### config.mk
export PLATFORM = sky130hd
export DESIGN_NAME = vport_ctrl
export DESIGN_NICKNAME = d
export VERILOG_FILES = /design/src/rtl/vport_ctrl.sv
export SDC_FILE = /design/constraint.sdc
export NUM_CORES = 1
export LEC_CHECK = 0
export ABC_AREA = 0
export BUFFER_PORTS_ARGS = -buffer_cell sky130_fd_sc_hd__buf_4
export CAP_MARGIN = 20
export CORE_MARGIN = 2
export CORE_UTILIZATION = 43
export DETAILED_ROUTE_END_ITERATION = 10
export PLACE_DENSITY = 0.79
export SLEW_MARGIN = 20
export SYNTH_ARGS = -nofsm -noshare
export SYNTH_HDL_FRONTEND = slang
export SYNTH_SLANG_ARGS = --single-unit
### constraint.sdc
create_clock -name clk -period 2.3 [get_ports clk]
set_clock_uncertainty 0.1 [all_clocks]
set_input_delay 0.115 -clock clk [delete_from_list [all_inputs] [get_ports clk]]
set_output_delay 0.115 -clock clk [all_outputs]
set_load 0.1 [all_outputs]
### src/rtl/vport_ctrl.sv
module vport_ctrl #(
  parameter int NGRP  = 3,
  parameter int GRP_W = 4,
  parameter int NEV   = 2
) (
  input  logic              clk,
  input  logic              rst_n,
  input  logic              per_en,
  input  logic              bus_sel,
  input  logic              bus_wr,
  input  logic [NGRP+2:0]   bus_wdata,
  output logic [NGRP+2:0]   bus_rdata,
  output logic              bus_ready,
  output logic              port_rst_n,
  output logic              clk_en,
  input  logic [NEV-1:0]    dma_in,
  output logic [NEV-1:0]    dma_out,
  input  logic [NGRP*GRP_W-1:0] gpio_oe,
  output logic [NGRP*GRP_W-1:0] pin_oe,
  output logic              dclk_oe
);
  localparam int CW = NGRP + 3;

  logic            rst_q, halt_q, disp_q, kick_q;
  logic [NGRP-1:0] fsel_q;
  logic [1:0]      sync_q;
  logic            arst_n, in_rst, wr_ok;

  assign arst_n     = rst_n & ~kick_q;
  assign port_rst_n = sync_q[1];
  assign in_rst     = rst_q | ~port_rst_n;
  assign wr_ok      = bus_sel & bus_wr & ~in_rst;

  always_ff @(posedge clk or negedge arst_n)
    if (!arst_n) sync_q <= 2'b00;
    else         sync_q <= {sync_q[0], 1'b1};

  always_ff @(posedge clk or negedge rst_n)
    if (!rst_n) begin
      rst_q  <= 1'b0;
      halt_q <= 1'b1;
      disp_q <= 1'b0;
      fsel_q <= '0;
      kick_q <= 1'b0;
    end else begin
      kick_q <= 1'b0;
      if (wr_ok && bus_wdata[0]) begin
        rst_q  <= 1'b1;
        kick_q <= 1'b1;
        halt_q <= 1'b1;
        disp_q <= 1'b0;
        fsel_q <= '0;
      end else begin
        if (rst_q && sync_q[0] && !sync_q[1]) rst_q <= 1'b0;
        if (wr_ok && halt_q) begin
          halt_q <= bus_wdata[1];
          disp_q <= bus_wdata[2];
          fsel_q <= bus_wdata[CW-1:3];
        end
      end
    end

  always_ff @(posedge clk or negedge rst_n)
    if (!rst_n) begin
      bus_ready <= 1'b0;
      bus_rdata <= '0;
    end else begin
      bus_ready <= bus_sel;
      if (bus_sel) bus_rdata <= {fsel_q, disp_q, halt_q, rst_q};
    end

  assign clk_en  = per_en | in_rst;
  assign dma_out = (halt_q | in_rst) ? '0 : dma_in;
  assign dclk_oe = ~halt_q & disp_q & ~in_rst;

  for (genvar g = 0; g < NGRP; g++) begin : g_grp
    assign pin_oe[g*GRP_W +: GRP_W] = gpio_oe[g*GRP_W +: GRP_W] & {GRP_W{fsel_q[g]}};
  end
endmodule


==> results.md <==
* GRT Total Usage at 20.9%
* Die width at 45.3 um
* Worst skew pair latency at 0.29 ns
* Ys flop type: dfrtp_1
* Share of the synthesized area in the top cell type at 51.3%
* Met2 routed WL at 972 um
* Total number of vias at 689
* Worst Hold Path Cells at 3
* Clock Path Buffers at 2
* Worst EP required at 2.09 ns
* Die area at 2050 um2
* Worst setup EP type: output pin
* Setup TNS at 0 ns
* Share of layout cells above drive strength 1 at 50.4%
* Place WS at 0.813 ns
* Die H at 45.3 um
* Synthesis-to-layout area growth at 65.5%
* Synthesized cell area at 732 um2
* Starting Density at 47.0%
* EDFF count, synth at 0
* Outcome: finished clean
* First-pass GRT wire length at 3.01 mm
* Fin util at 77.7%
* TritonCTS buffer count at 3
* Final worst slack at 0.427 ns
* Post-DR vias/cell at 4.96
* Cell taking the most area after synthesis: dfrtp_1
* Seq/Total Area, Yosys at 54.9%
* CTS tree: built
* Yosys cell types at 15
* Pins Over Slew Limit at 0
* Sink of the worst hold path: halt_q$_DFFE_PN1P_
* Met1 Wirelength at 731 um
* Drt pass-1 iters at 4
* VDD IR-drop max at 650 uV
* Max FO, Critical Path at 4
* Pwr Density at 993 nW/um2
* Worst min-delay path class: input pin to register
* Initial antenna violation count at 0
* Drt total wl at 1.88 mm
* R2r startpoint: rst_q$_DFFE_PN0P_
* Detail Placement HPWL at 1.28 mm
* Max Freq at 534 MHz
* Synth Area per Inst at 11.4 um2
* R2R depth at 3
* Synth Warn # at 0
* Commonest cells in the netlist: and2_1 (15), dfrtp_1 (15), inv_1 (6), mux2_2 (6), o21ai_0 (6)
* Yosys reg bits at 16
* Clock sinks at 16
* Worst setup SP type: register
* Asr flop ratio synth at 100%
* Fin. Hold Viols at 0
* H-Tree Depth at 1
* Core footprint at 1560 um2
* Final worst path period need at 1.87 ns
* RSZ-0062 raised after global routing: false
* Mapped Nets at 89
* Port Buf Inserts at 48
* LEAKAGE at 0.000658 uW
* Top layer in use: met4
* DR WL/cell at 13.5 um
* Root buffer cell: clkbuf_4
* Io pins at 49
* Synth top area cells: dfrtp_1 (51%), and2_1 (13%), mux2_2 (9.2%), o41ai_1 (4.8%), o21ai_0 (4.1%)
* CP arrival at 1.66 ns
* Mapped Cells at 64
* Largest net degree at the start of global routing at 16
* WL met3 at 166 um
* GRT overflow at 0
* Number of remaining DRC errors at 0
* Antenna-violating nets left at 0
* Crit Path Class: register to output pin
* R2r setup slk at 0.56 ns
* Vias in the first global route at 682
* Ant. Diodes at 0
* Initial DRC Count at 11
* Worst r2r dst: fsel_q[1]$_DFFE_PN0P_
* Max-cap viol count at 0
* Row count at 14
* Clk slew on worst S/H paths at 0.10 ns
* Final #Nets at 149
* Worst Hold Launch: bus_wr
* Part of the cycle the worst path needs at 81.5%
* RePlAce Congestion at 0.683
* Final setup fails at 0
cells in the final DEF, fill, tap and decap left out:
cell type / netlist / routed
buf_4: 0 / 48
dfrtp_1: 15 / 15
and2_1: 15 / 12
dlygate4sd3_1: 0 / 8
inv_1: 6 / 6
o21ai_0: 6 / 6
mux2_2: 6 / 6
o41ai_1: 4 / 4
nor2b_1: 3 / 3
and2_2: 0 / 3
clkbuf_4: 0 / 3
nand2_1: 2 / 2
nand4_1: 1 / 1
nand2b_1: 1 / 1
nand4b_4: 1 / 1
nor2_1: 1 / 1
clkbuf_1: 0 / 1
dfstp_2: 1 / 1
conb_1: 1 / 1
stage by stage:
| step | instance area (um2) | hold slack (ns) | power (uW) | instances |
|---|---|---|---|---|
| 6_report | 1210 | 0.0565 | 1200 | 139 |
| 5_1_grt | 1210 | 0.0668 | 1250 | 139 |
| 4_1_cts | 1210 | 0.0561 | 1210 | 139 |
| 3_5_place_dp | 1100 | -0.124 | 1040 | 127 |
| 3_3_place_gp | 1100 | -0.126 | 1030 | 127 |
| 2_1_floorplan | 736 | -0.281 | 888 | 64 |
layout make-up:
class	count	area [um2]
multi-input combinational	41	300
sequential	16	402
tap	16	20.0
fill	118	348
clock buffer	4	26.3
timing repair buffer	56	440
inverter	6	22.5
worst max-delay path by stage:
| stage | from | to | slack, ns | cells after the start |
|---|---|---|---|---|
| CTS | sync_q[1]$_DFF_PN0_ | dclk_oe | 0.41 | 4 |
| finish | sync_q[1]$_DFF_PN0_ | dclk_oe | 0.43 | 4 |
| global route | bus_wdata[0] | fsel_q[1]$_DFFE_PN0P_ | 0.29 | 6 |
| detailed placement | sync_q[1]$_DFF_PN0_ | dma_out[1] | 0.81 | 4 |
| floorplan | sync_q[1]$_DFF_PN0_ | dclk_oe | 0.20 | 3 |
| global placement | sync_q[1]$_DFF_PN0_ | dclk_oe | 0.85 | 4 |
layer usage:
layer  vias to the layer above  track usage, %
met5                         -               0
met4                         0            8.82
met3                         2            4.00
met2                        36            36.0
met1                       321            25.4
li1                        330               -
state kept, by name, summed over array words and instances, names as in the netlist:
name / flops
sync_q: 2
bus_ready: 1
halt_q: 1
bus_rdata: 6
disp_q: 1
rst_q: 1
kick_q: 1
fsel_q: 3
where the power goes:
group	switching [uW]	internal (uW)
clock	85.4	67.3
combinational	515	165
sequential	36.2	335
total	637	567
kinds of logic (layout without fill, tap and decap cells):
family / count (synthesis) / count (layout) / share of synthesized area (%)
AND/OR/NAND/NOR: 24 / 24 / 21.9
flip-flops: 16 / 16 / 54.9
AO/OA/AOI/OAI: 10 / 10 / 8.89
buffers and inverters: 7 / 66 / 4.62
multiplexers: 6 / 6 / 9.23
other: 1 / 1 / 0.512
repair_timing:
action | CTS | global route
hold buffers | 8 | 0
endpoints found under the setup margin | 0 | 0
setup buffers | 0 | 0
endpoints found under the hold margin | 22 | 0
gates resized for setup | 0 | 0
worst max-delay path: stages (launching register included):
cell and delay [ns]:
dfrtp_1 0.42, nor2b_1 0.23, nor2b_1 0.24, and2_2 0.19, buf_4 0.28
No activity file was read; power rests on OpenSTA's default activity.
